<file path="config.mk">
export PLATFORM = sky130hd
export DESIGN_NAME = fpq_dispatch
export DESIGN_NICKNAME = d
export VERILOG_FILES = /design/src/rtl/fpq_pkg.sv /design/src/rtl/fpq_store.sv /design/src/rtl/fpq_ctrl.sv /design/src/rtl/fpq_report.sv /design/src/rtl/fpq_dispatch.sv
export SDC_FILE = /design/constraint.sdc
export NUM_CORES = 1
export LEC_CHECK = 0
export ABC_AREA = 1
export BUFFER_PORTS_ARGS = -buffer_cell sky130_fd_sc_hd__buf_2
export CAP_MARGIN = 20
export CORE_MARGIN = 5
export CORE_UTILIZATION = 55
export CTS_BUF_LIST = sky130_fd_sc_hd__clkbuf_8
export CTS_CLUSTER_DIAMETER = 80
export DETAILED_ROUTE_END_ITERATION = 6
export PLACE_DENSITY = 0.88
export SLEW_MARGIN = 30
export SYNTH_ARGS = -nofsm -noshare
export SYNTH_HDL_FRONTEND = slang
export SYNTH_SLANG_ARGS = --single-unit
</file>
<file path="constraint.sdc">
create_clock -name clk -period 3.1 [get_ports clk]
set_clock_uncertainty 0.2 [all_clocks]
set_input_delay 0.62 -clock clk [delete_from_list [all_inputs] [get_ports clk]]
set_output_delay 0.62 -clock clk [all_outputs]
set_load 0.03 [all_outputs]
</file>
<file path="src/rtl/fpq_pkg.sv">
package fpq_pkg;

  // Outcome of a completion report from the execution unit.
  typedef enum logic [1:0] {
    CMP_NONE   = 2'd0,
    CMP_RETIRE = 2'd1,
    CMP_FLUSH  = 2'd2,
    CMP_BAD    = 2'd3
  } cmp_kind_e;

endpackage

</file>
<file path="src/rtl/fpq_store.sv">
module fpq_store #(
  parameter  int DEPTH  = 4,
  parameter  int OP_W   = 16,
  parameter  int DATA_W = 64,
  localparam int TAG_W  = $clog2(DEPTH)
) (
  input  logic              clk,
  input  logic              wr_en,
  input  logic [TAG_W-1:0]  wr_idx,
  input  logic [OP_W-1:0]   wr_op,
  input  logic [DATA_W-1:0] wr_data,
  input  logic [TAG_W-1:0]  rd_idx,
  output logic [OP_W-1:0]   rd_op,
  output logic [DATA_W-1:0] rd_data
);

  logic [OP_W-1:0]   op_mem   [DEPTH];
  logic [DATA_W-1:0] data_mem [DEPTH];

  // Payload slots carry no reset; occupancy lives in the pointer logic.
  for (genvar s = 0; s < DEPTH; s++) begin : g_slot
    logic slot_en;
    assign slot_en = wr_en && (wr_idx == TAG_W'(s));

    always_ff @(posedge clk) begin
      if (slot_en) begin
        op_mem[s]   <= wr_op;
        data_mem[s] <= wr_data;
      end
    end
  end

  assign rd_op   = op_mem[rd_idx];
  assign rd_data = data_mem[rd_idx];

endmodule

</file>
<file path="src/rtl/fpq_ctrl.sv">
module fpq_ctrl
  import fpq_pkg::*;
#(
  parameter  int DEPTH = 4,
  localparam int TAG_W = $clog2(DEPTH),
  localparam int PTR_W = TAG_W + 1
) (
  input  logic             clk,
  input  logic             rst_n,
  input  logic             ac_valid,
  input  logic             ac_fault,
  input  logic             rb_busy,
  input  logic             ex_ready,
  input  logic             cmp_valid,
  input  logic [TAG_W-1:0] cmp_tag,
  input  logic             cmp_exc,
  output logic             accept,
  output logic [TAG_W-1:0] wr_tag,
  output logic [TAG_W-1:0] iss_tag,
  output logic [TAG_W-1:0] head_tag,
  output logic             ex_valid,
  output logic             full,
  output logic [PTR_W-1:0] level,
  output cmp_kind_e        kind
);

  // wr: next tag to hand out; rd: oldest live checkpoint; iss: next to dispatch.
  logic [PTR_W-1:0] wr_q, rd_q, iss_q;
  logic [PTR_W-1:0] wr_d, rd_d, iss_d;
  logic             tag_ok, retire, flush, issue, ptr_en;

  assign level    = wr_q - rd_q;
  assign full     = (level == PTR_W'(DEPTH));
  assign ex_valid = (iss_q != wr_q) && !rb_busy;
  assign issue    = ex_valid && ex_ready;

  // Only the oldest entry, and only once it has been dispatched, may complete.
  assign tag_ok = cmp_valid && (iss_q != rd_q) && (cmp_tag == rd_q[TAG_W-1:0]);
  assign retire = tag_ok && !cmp_exc;
  assign flush  = tag_ok && cmp_exc;

  assign accept = ac_valid && !ac_fault && !rb_busy && !flush && (!full || retire);

  always_comb begin
    if (flush)          kind = CMP_FLUSH;
    else if (retire)    kind = CMP_RETIRE;
    else if (cmp_valid) kind = CMP_BAD;
    else                kind = CMP_NONE;
  end

  always_comb begin
    wr_d  = wr_q + PTR_W'(accept);
    rd_d  = rd_q + PTR_W'(retire);
    iss_d = iss_q + PTR_W'(issue);
    if (flush) begin
      rd_d  = wr_q;
      iss_d = wr_q;
    end
  end

  assign ptr_en = accept || issue || retire || flush;

  always_ff @(posedge clk or negedge rst_n) begin
    if (!rst_n) begin
      wr_q  <= '0;
      rd_q  <= '0;
      iss_q <= '0;
    end else if (ptr_en) begin
      wr_q  <= wr_d;
      rd_q  <= rd_d;
      iss_q <= iss_d;
    end
  end

  assign wr_tag   = wr_q[TAG_W-1:0];
  assign iss_tag  = iss_q[TAG_W-1:0];
  assign head_tag = rd_q[TAG_W-1:0];

  // live checkpoints never exceed the queue depth.
  a_r3_no_overflow: assert property (@(posedge clk) disable iff (!rst_n)
    level <= PTR_W'(DEPTH));

  // the dispatch pointer stays between the oldest and the newest entry.
  a_r3_iss_window: assert property (@(posedge clk) disable iff (!rst_n)
    (iss_q - rd_q) <= level);

  // a clean completion with no offer taken drops the level by one.
  a_r4_level_drop: assert property (@(posedge clk) disable iff (!rst_n)
    (retire && !accept) |=> level == $past(level) - PTR_W'(1));

  // a full queue that retires and accepts together stays full.
  a_r5_full_swap: assert property (@(posedge clk) disable iff (!rst_n)
    (full && retire && accept) |=> full);

  // a flush leaves no live checkpoint behind.
  a_r9_flush_clear: assert property (@(posedge clk) disable iff (!rst_n)
    flush |=> level == '0);

endmodule

</file>
<file path="src/rtl/fpq_report.sv">
module fpq_report
  import fpq_pkg::*;
#(
  parameter int TAG_W = 2
) (
  input  logic             clk,
  input  logic             rst_n,
  input  cmp_kind_e        kind,
  input  logic [TAG_W-1:0] head_tag,
  output logic             done_valid,
  output logic [TAG_W-1:0] done_tag,
  output logic             rb_valid,
  output logic [TAG_W-1:0] rb_tag,
  output logic             tag_err
);

  logic done_d, rb_d, err_d, done_en, rb_en;

  always_comb begin
    done_d  = (kind == CMP_RETIRE);
    rb_d    = (kind == CMP_FLUSH);
    err_d   = (kind == CMP_BAD);
    done_en = done_d;
    rb_en   = rb_d;
  end

  always_ff @(posedge clk or negedge rst_n) begin
    if (!rst_n) begin
      done_valid <= 1'b0;
      rb_valid   <= 1'b0;
      tag_err    <= 1'b0;
    end else begin
      done_valid <= done_d;
      rb_valid   <= rb_d;
      tag_err    <= err_d;
    end
  end

  always_ff @(posedge clk or negedge rst_n) begin
    if (!rst_n) begin
      done_tag <= '0;
    end else if (done_en) begin
      done_tag <= head_tag;
    end
  end

  always_ff @(posedge clk or negedge rst_n) begin
    if (!rst_n) begin
      rb_tag <= '0;
    end else if (rb_en) begin
      rb_tag <= head_tag;
    end
  end

  // one completion input yields at most one report per cycle.
  a_r8_one_outcome: assert property (@(posedge clk) disable iff (!rst_n)
    $onehot0({done_valid, rb_valid, tag_err}));

endmodule

</file>
<file path="src/rtl/fpq_dispatch.sv">
module fpq_dispatch
  import fpq_pkg::*;
#(
  parameter  int DEPTH  = 4,
  parameter  int OP_W   = 16,
  parameter  int DATA_W = 64,
  localparam int TAG_W  = $clog2(DEPTH),
  localparam int LVL_W  = TAG_W + 1
) (
  input  logic              clk,
  input  logic              rst_n,
  input  logic              ac_valid,
  input  logic              ac_fault,
  input  logic [OP_W-1:0]   ac_op,
  input  logic [DATA_W-1:0] ac_data,
  output logic              acc_ok,
  output logic [TAG_W-1:0]  acc_tag,
  output logic              int_stall,
  output logic [LVL_W-1:0]  spec_level,
  output logic              ex_valid,
  input  logic              ex_ready,
  output logic [OP_W-1:0]   ex_op,
  output logic [DATA_W-1:0] ex_data,
  output logic [TAG_W-1:0]  ex_tag,
  input  logic              cmp_valid,
  input  logic [TAG_W-1:0]  cmp_tag,
  input  logic              cmp_exc,
  output logic              done_valid,
  output logic [TAG_W-1:0]  done_tag,
  output logic              rb_valid,
  output logic [TAG_W-1:0]  rb_tag,
  output logic              tag_err
);

  // Asynchronous assertion, synchronous release.
  logic [1:0] rst_sync_q;
  logic       rst_int_n;

  always_ff @(posedge clk or negedge rst_n) begin
    if (!rst_n) rst_sync_q <= 2'b00;
    else        rst_sync_q <= {rst_sync_q[0], 1'b1};
  end
  assign rst_int_n = rst_sync_q[1];

  logic [TAG_W-1:0] wr_tag, iss_tag, head_tag;
  logic             accept, full;
  cmp_kind_e        kind;

  fpq_ctrl #(.DEPTH(DEPTH)) u_ctrl (
    .clk      (clk),
    .rst_n    (rst_int_n),
    .ac_valid (ac_valid),
    .ac_fault (ac_fault),
    .rb_busy  (rb_valid),
    .ex_ready (ex_ready),
    .cmp_valid(cmp_valid),
    .cmp_tag  (cmp_tag),
    .cmp_exc  (cmp_exc),
    .accept   (accept),
    .wr_tag   (wr_tag),
    .iss_tag  (iss_tag),
    .head_tag (head_tag),
    .ex_valid (ex_valid),
    .full     (full),
    .level    (spec_level),
    .kind     (kind)
  );

  fpq_store #(.DEPTH(DEPTH), .OP_W(OP_W), .DATA_W(DATA_W)) u_store (
    .clk    (clk),
    .wr_en  (accept),
    .wr_idx (wr_tag),
    .wr_op  (ac_op),
    .wr_data(ac_data),
    .rd_idx (iss_tag),
    .rd_op  (ex_op),
    .rd_data(ex_data)
  );

  fpq_report #(.TAG_W(TAG_W)) u_report (
    .clk       (clk),
    .rst_n     (rst_int_n),
    .kind      (kind),
    .head_tag  (head_tag),
    .done_valid(done_valid),
    .done_tag  (done_tag),
    .rb_valid  (rb_valid),
    .rb_tag    (rb_tag),
    .tag_err   (tag_err)
  );

  assign acc_ok    = accept;
  assign acc_tag   = wr_tag;
  assign int_stall = full;
  assign ex_tag    = iss_tag;

  // a faulting offer never raises the speculation level.
  a_r1_fault_dropped: assert property (@(posedge clk) disable iff (!rst_int_n)
    (ac_fault && !(cmp_valid && cmp_tag == head_tag)) |=> spec_level <= $past(spec_level));

  // a presented entry holds still until taken.
  a_r6_hold: assert property (@(posedge clk) disable iff (!rst_int_n)
    (ex_valid && !ex_ready && kind != CMP_FLUSH)
      |=> ex_valid && $stable(ex_tag) && $stable(ex_data) && $stable(ex_op));

  // a refused completion leaves the level untouched unless an offer was taken.
  a_r7_bad_no_move: assert property (@(posedge clk) disable iff (!rst_int_n)
    (kind == CMP_BAD && !accept) |=> spec_level == $past(spec_level));

  // while a rollback shows, the queue is empty and nothing is dispatched.
  a_r9_rollback_quiet: assert property (@(posedge clk) disable iff (!rst_int_n)
    rb_valid |-> (spec_level == '0) && !ex_valid && !acc_ok);

endmodule

</file>
==> flow_summary_export.csv, run 1 <==
group,metric,value,unit
outcome,status,"finished clean",
final_layout,nets,1229,
floorplan,rows,56,
timing,fin_ws,0.0417,ns
worst_setup_path,startpoint_type,"register",
yosys,synth_seq_area_share,78.1,%
pwr,p_per_area,984,mW/mm^2
timing,setup_tns,0,ns
final_layout,final_cell_area,0.0154,sq mm
pwr,pwr-share-clk,22.0,%
floorplan,start_util,55.4,%
worst_setup_path,cp_data_required_time,2.28,ns
clock_tree,cts_buffer_depth,3,
yosys,yosysWarnings,0,
worst_setup_path,worstPathMaxFanout,3,
routing,vias,8511,
pwr,intPower,0.00900,W
clock_tree,clk_latency,0.56,ns
worst_hold_path,min_path_cells,2,
yosys,yosysUniqueCellTypes,29,
global_route,antenna_found_initial,2,
clock_tree,root_buffer,"clkbuf_8",
clock_tree,h-tree-depth,2,
yosys,syn_inst,920,
floorplan,die_w,163,um
worst_setup_path,critPathCaptureType,"output port",
routing,drc,0,
placed_design,io_buffers,185,
final_layout,fillCellCount,1606,
placed_design,dp.cells,1392,
pwr,swShare,40.8,%
routing,wirelength,29500,um
routing,drtIter0Drc,788,
timing,setup_viol,0,
floorplan,die-area,0.0266,sq mm
timing,worstMarginPinSlew,0.669,ns
global_route,grt_pass1_wl,46000,um
timing,min_period,3.06,ns
pwr,power_frac_comb,40.3,%
timing,fin_crit_sh,98.7,%
final_layout,area_growth,19.9,%
placed_design,pre_cts_ws,0.202,ns
yosys,netlist_area,0.0129,sq mm
worst_hold_path,hp-class,"input pin to register",
pwr,switchingPower,0.00620,W
timing,rsz0062_at_grt,"true",
placed_design,dpl_cell_area,0.0144,sq mm
yosys,syn_nets,1017,
clock_tree,clk_pin_slew,0.07,ns
pwr,p_leak,5.69,nW
floorplan,die-height,163,um
final_layout,seq_area,0.0101,sq mm
routing,wl_per_cell,19.8,um
global_route,track_usage,22.1,%
clock_tree,cts_tree,"yes",
pwr,power_frac_seq,37.7,%
global_route,grt_overflow,0,
yosys,avgSynthCellArea,14.0,sq um
global_route,grt_max_degree,85,
timing,report.final.slew_viol_count,0,
clock_tree,numCtsBuffers,52,
worst_setup_path,cp.arrival,2.24,ns
worst_setup_path,r2r_setup_slack,0.17,ns
timing,max_freq,327,MHz
clock_tree,clock-sinks,338,
job,cap_violations,0,
floorplan,ioPinCount,186,
global_route,grt_pass1_vias,8616,
routing,viasPerCell,5.72,
timing,finalHoldViolations,0,
yosys,yosys_register_bits,338,
routing,dr.pass1.iters,5,
floorplan,core,0.0233,sq mm
final_layout,multi_input_area,0.00257,sq mm
routing,antenna_left,0,
worst_setup_path,critical_path_class,"register to output port",
pwr,ir_drop,716,uV
placed_design,place_congestion,0.844,
final_layout,drive_gt1_share,26.1,%
placed_design,hpwl,17100,um
timing,slew-limit-headroom,55.4,%
worst_setup_path,ff2ff_path_depth,14,
final_layout,final_cells,1487,
[cell type report]
cell class,count,share of cell area [%]
clock inverter,36,1.27
clock buffer,53,4.72
sequential,338,65.2
tap,319,2.58
timing repair buffer,217,9.09
multi-input combinational,504,16.6
inverter,19,0.510
antenna,1,0.0162
[state kept, by name, indices dropped and copies added (netlist names)]
name	flops
u_report.tag_err	1
u_report.rb_tag	2
u_ctrl.wr_q	3
rst_sync_q	2
u_report.done_tag	2
u_store.op_mem	64
u_report.done_valid	1
u_store.data_mem	256
u_ctrl.rd_q	3
u_ctrl.iss_q	3
u_report.rb_valid	1
[Yosys cell counts]
cell	number	share of area [%]
nand2_1	54	1.6
conb_1	1	0.029
a21boi_0	1	0.058
buf_1	10	0.29
nand3_4	1	0.14
nor2_1	162	4.7
inv_2	5	0.15
xor2_1	3	0.20
xnor2_1	4	0.27
dfrtp_1	18	3.5
buf_6	1	0.087
ha_1	7	0.68
buf_2	2	0.078
fa_1	1	0.16
nor2_4	1	0.087
nor2_2	1	0.049
clkbuf_1	38	1.1
nor3_1	4	0.16
o21a_1	2	0.12
nand3_2	3	0.23
o21ai_0	163	6.3
inv_1	14	0.41
buf_4	8	0.47
nand3b_1	1	0.058
edfxtp_1	320	75
nor3b_1	1	0.058
nand2_2	3	0.15
o22ai_1	80	3.9
nand3_1	11	0.43
[routing by layer]
metal  global-route usage [%]  routed length [um]  vias to the layer above
li1                         -                   -                     3831
met1                     28.9               11700                     4163
met2                     36.8               14900                      444
met3                     4.95                2220                       69
met4                     7.97                 722                        4
met5                        0                  24                        -
[cells by family after synthesis]
kind of cell	share of synthesized area, %
AOI/OAI and AO/OA	10.4
xor gates and xnor gates	0.476
adders and majority gates	0.835
buffers and inverters	2.58
DFF	78.1
other	0.0291
and+or+nand+nor	7.64
[final timing paths]
check	from	to
worst max register to register	u_ctrl.wr_q[0]$_DFFE_PN0P_	u_store.data_mem[2][37]$_DFFE_PP_
max in group asynchronous	rst_sync_q[1]$_DFF_PN0_	u_ctrl.iss_q[0]$_DFFE_PN0P_
min in group asynchronous	rst_sync_q[1]$_DFF_PN0_	u_report.rb_valid$_DFF_PN0_
worst min-delay path	cmp_exc	u_report.done_valid$_DFF_PN0_
worst max-delay path	u_ctrl.wr_q[0]$_DFFE_PN0P_	acc_ok
worst min register to register	rst_sync_q[1]$_DFF_PN0_	u_report.rb_valid$_DFF_PN0_
[worst max-delay path: stages (launching register included)]
cell	delay, ns
dfrtp_2	0.39
inv_4	0.06
ha_4	0.16
fa_2	0.33
inv_1	0.06
nand2_1	0.06
nand2_1	0.08
nand2_1	0.06
nand2_2	0.09
nor2_4	0.05
nand2_2	0.07
nand3_4	0.08
inv_4	0.07
buf_6	0.13
[stage by stage]
step,power [W],hold WS [ns],util (%)
global route,0.0160,0.0393,66.4
CTS,0.0152,0.0285,66.3
floorplan,0.00987,-0.000317,-
global placement,0.0116,0.101,62.0
detailed placement,0.0118,0.105,62.0
finish,0.0152,0.0599,66.4
[cell usage in the layout (no fill, tap or decap), types with 2 or more instances in the layout]
master,n
o22ai_1,79
inv_4,3
nand3_2,3
clkinv_1,8
inv_2,4
buf_2,183
clkbuf_8,53
buf_6,2
buf_4,14
o21a_1,2
o21ai_0,163
clkinv_2,4
nor2_1,162
edfxtp_1,320
dfrtp_1,13
nand2_1,53
nor3_4,4
buf_16,2
xor2_1,3
nor2_4,2
inv_1,33
bufinv_16,2
buf_12,14
ha_1,6
nand2_2,4
xnor2_1,4
nand3_1,11
dfrtp_2,4
[repair_timing]
item	CTS	global route
pin swaps	0	1
hold buffers	1	0
buffers inserted	2	1
gates cloned	1	0
endpoints found under the setup margin	10	20
hold endpoints to repair	2	0
resized for setup	6	8
[power by group through the flow]
| stage | registers [W] | clock network, W | logic, W |
|---|---|---|---|
| 2_1_floorplan | 0.00586 | 0 | 0.00401 |
| 3_3_place_gp | 0.00579 | 0 | 0.00584 |
| 3_5_place_dp | 0.00581 | 0 | 0.00596 |
| 4_1_cts | 0.00572 | 0.00340 | 0.00612 |
| 5_1_grt | 0.00576 | 0.00364 | 0.00660 |
| 6_report | 0.00573 | 0.00334 | 0.00612 |
(Power assumes the default switching activity.)
==> run 2, diff against run 1 <==
--- a/config.mk
+++ b/config.mk
@@ -13,7 +13,7 @@
 export CTS_BUF_LIST = sky130_fd_sc_hd__clkbuf_8
 export CTS_CLUSTER_DIAMETER = 80
 export DETAILED_ROUTE_END_ITERATION = 6
-export PLACE_DENSITY = 0.88
+export PLACE_DENSITY = 0.77
 export SLEW_MARGIN = 30
 export SYNTH_ARGS = -nofsm -noshare
 export SYNTH_HDL_FRONTEND = slang
==> run 2 against run 1 <==
Net effect:
- flip-flop and latch count is the same
- global-route usage is essentially flat
- largest cell class unchanged
- critical path depth shrank 1
- maximum frequency grew 1.0%
- first-iteration DRC count shrank 15%
- setup slack gained 0.031 ns
- power grew 1.8%
- die area is the same
- sequential power is essentially flat
- sequential share of layout area shrank 0.87 points
==> flow_summary_export.csv, run 2 (same netlist as run 1, synthesis figures left out) <==
group,metric,value,unit
worst_setup_path,crit_path_max_incr_delay,0.38,ns
timing,worstMarginPinSlew,0.703,ns
worst_setup_path,ff2ff_path_depth,14,
routing,routed-wl-met2,14300,um
clock_tree,clock-sinks,338,
worst_setup_path,worstPathMaxFanout,3,
final_layout,nets,1234,
timing,report.final.slew_viol_count,0,
routing,vias,8391,
timing,max_freq,330,MHz
final_layout,regMostFlops,"u_store.data_mem",
global_route,grt_pass1_wl,45000,um
routing,drc,0,
job,cap_violations,0,
clock_tree,root_buffer,"clkbuf_8",
placed_design,io_buffers,185,
clock_tree,clk_pin_slew,0.06,ns
final_layout,drive_gt1_share,26.9,%
pwr,p_leak,5.77,nW
timing,rsz0062_at_grt,"true",
worst_setup_path,cp.arrival,2.21,ns
timing,min_period,3.03,ns
worst_setup_path,worstPathCellList,"inv_4 > ha_4 > fa_2 > inv_2 > nand2_2 > nand3b_1 > nand2_2 > nor2_4 > nand2_2 > nand3_4 > inv_4 > buf_6",
timing,fin_ws,0.0727,ns
placed_design,hpwl,16900,um
clock_tree,clk_latency,0.56,ns
timing,finalHoldViolations,0,
clock_tree,cts_buffer_depth,3,
global_route,grt_overflow,0,
floorplan,die_w,163,um
worst_hold_path,worstHoldStart,"cmp_exc",
worst_hold_path,min_path_cells,2,
final_layout,final_common_cell,"edfxtp_1",
clock_tree,cts_tree,"yes",
routing,viasPerCell,5.61,
final_layout,largest_register_ffs,256,
final_layout,layout_common_cells,"320 x edfxtp_1, 181 x buf_2, 162 x o21ai_0, 162 x nor2_1, 75 x o22ai_1",
worst_setup_path,rr_startpoint,"u_ctrl.wr_q[0]$_DFFE_PN0P_",
global_route,grt_max_degree,70,
floorplan,die-height,163,um
pwr,ir_drop,567,uV
timing,setup_viol,0,
placed_design,place_congestion,0.822,
placed_design,dp.cells,1394,
routing,wl_met3,2220,um
routing,met1_length,12200,um
routing,antenna_left,0,
worst_setup_path,cp_common_cell,"nand2_2",
routing,wl_per_cell,19.9,um
worst_setup_path,r2r_end,"u_store.op_mem[2][7]$_DFFE_PP_",
clock_tree,h-tree-depth,2,
outcome,status,"finished clean",
global_route,antenna_found_initial,6,
global_route,track_usage,22.0,%
timing,slew-limit-headroom,53.1,%
floorplan,rows,56,
worst_hold_path,hold_end,"u_report.done_valid$_DFF_PN0_",
final_layout,final_cells,1495,
final_layout,reg.largest.list,"u_store.data_mem (256), u_store.op_mem (64)",
timing,fin_crit_sh,97.7,%
worst_setup_path,crit_slowest_cell,"dfrtp_2",
clock_tree,numCtsBuffers,52,
floorplan,core,0.0233,sq mm
routing,wirelength,29700,um
floorplan,start_util,55.4,%
final_layout,area_growth,21.5,%
worst_setup_path,critical_path_class,"register to output port",
global_route,grt_pass1_vias,8230,
pwr,p_per_area,988,mW/mm^2
worst_setup_path,cp_data_required_time,2.28,ns
routing,highest_layer,"met5",
worst_hold_path,hp-class,"input pin to register",
worst_setup_path,startpoint_type,"register",
routing,drtIter0Drc,668,
floorplan,die-area,0.0266,sq mm
floorplan,ioPinCount,186,
placed_design,pre_cts_ws,0.200,ns
worst_setup_path,critPathCaptureType,"output port",
worst_setup_path,r2r_setup_slack,0.26,ns
routing,dr.pass1.iters,5,
pwr,total_power,0.0155,W
## run 2: cell count changes in the layout (fill, tap and decap cells not counted), moves of 2 or more
cell       previous run  this run
bufbuf_16             0         3
buf_2               183       181
inv_1                33        26
clkinv_1              8        16
buf_16                2         4
o22ai_2               1         5
o22ai_1              79        75
buf_12               14        16
## run 2: worst max path at each step
stage,startpoint,to,cells past startpoint
after global routing,u_ctrl.wr_q[0]$_DFFE_PN0P_,acc_ok,13
after floorplan,u_ctrl.wr_q[0]$_DFFE_PN0P_,u_store.data_mem[0][0]$_DFFE_PP_,13
after detailed placement,u_ctrl.rd_q[0]$_DFFE_PN0P_,u_store.data_mem[2][39]$_DFFE_PP_,12
after global placement,u_ctrl.rd_q[0]$_DFFE_PN0P_,u_store.data_mem[2][41]$_DFFE_PP_,12
final,u_ctrl.wr_q[0]$_DFFE_PN0P_,acc_ok,12
after CTS,u_ctrl.wr_q[0]$_DFFE_PN0P_,acc_ok,13
## run 2: metrics by stage
step                area, sq um  setup TNS (ns)  utilization [%]  hold slack [ns]
floorplan                 13000         -394.79                -        -0.000317
global route              15700         -0.0650             67.3           0.0111
detailed placement        14500               0             62.3            0.107
CTS                       15600               0             67.2           0.0145
finish                    15700               0             67.3           0.0451
global placement          14500               0             62.3           0.0979
## run 2: report_power, final
group / switching [W] / internal (W) / total (W)
registers: 0.000205 / 0.00555 / 0.00575
logic: 0.00449 / 0.00194 / 0.00643
clock network: 0.00160 / 0.00169 / 0.00328
total: 0.00630 / 0.00917 / 0.0155
## run 2: final cells by class
| type | count | area [sq um] |
|---|---|---|
| tap | 319 | 399 |
| sequential | 338 | 10100 |
| inverter | 19 | 91.3 |
| fill | 1609 | 7600 |
| multi-input combinational | 504 | 2600 |
| clock inverter | 37 | 175 |
| timing repair buffer | 222 | 1580 |
| clock buffer | 54 | 743 |
| antenna | 2 | 5.00 |
## run 2: metal layers
layer / vias up / global-route usage (%)
li1: 3855 / -
met1: 4103 / 29.9
met2: 353 / 35.4
met3: 72 / 4.95
met4: 8 / 8.35
met5: - / 0
## run 2: timing repair
item | 4_1_cts | 5_1_grt
endpoints found under the setup margin | 32 | 56
cloned | 4 | 0
pin swaps | 2 | 3
buffers inserted | 2 | 1
endpoints found under the hold margin | 2 | 0
hold buffers | 1 | 0
gates resized for setup | 14 | 14
## run 2: critical path, delay by kind of cell (launching register included)
kind          cells  cell delay, ns
simple gates      6            0.49
fa+ha+maj         2            0.50
flops             1            0.38
buf+inv           4            0.29
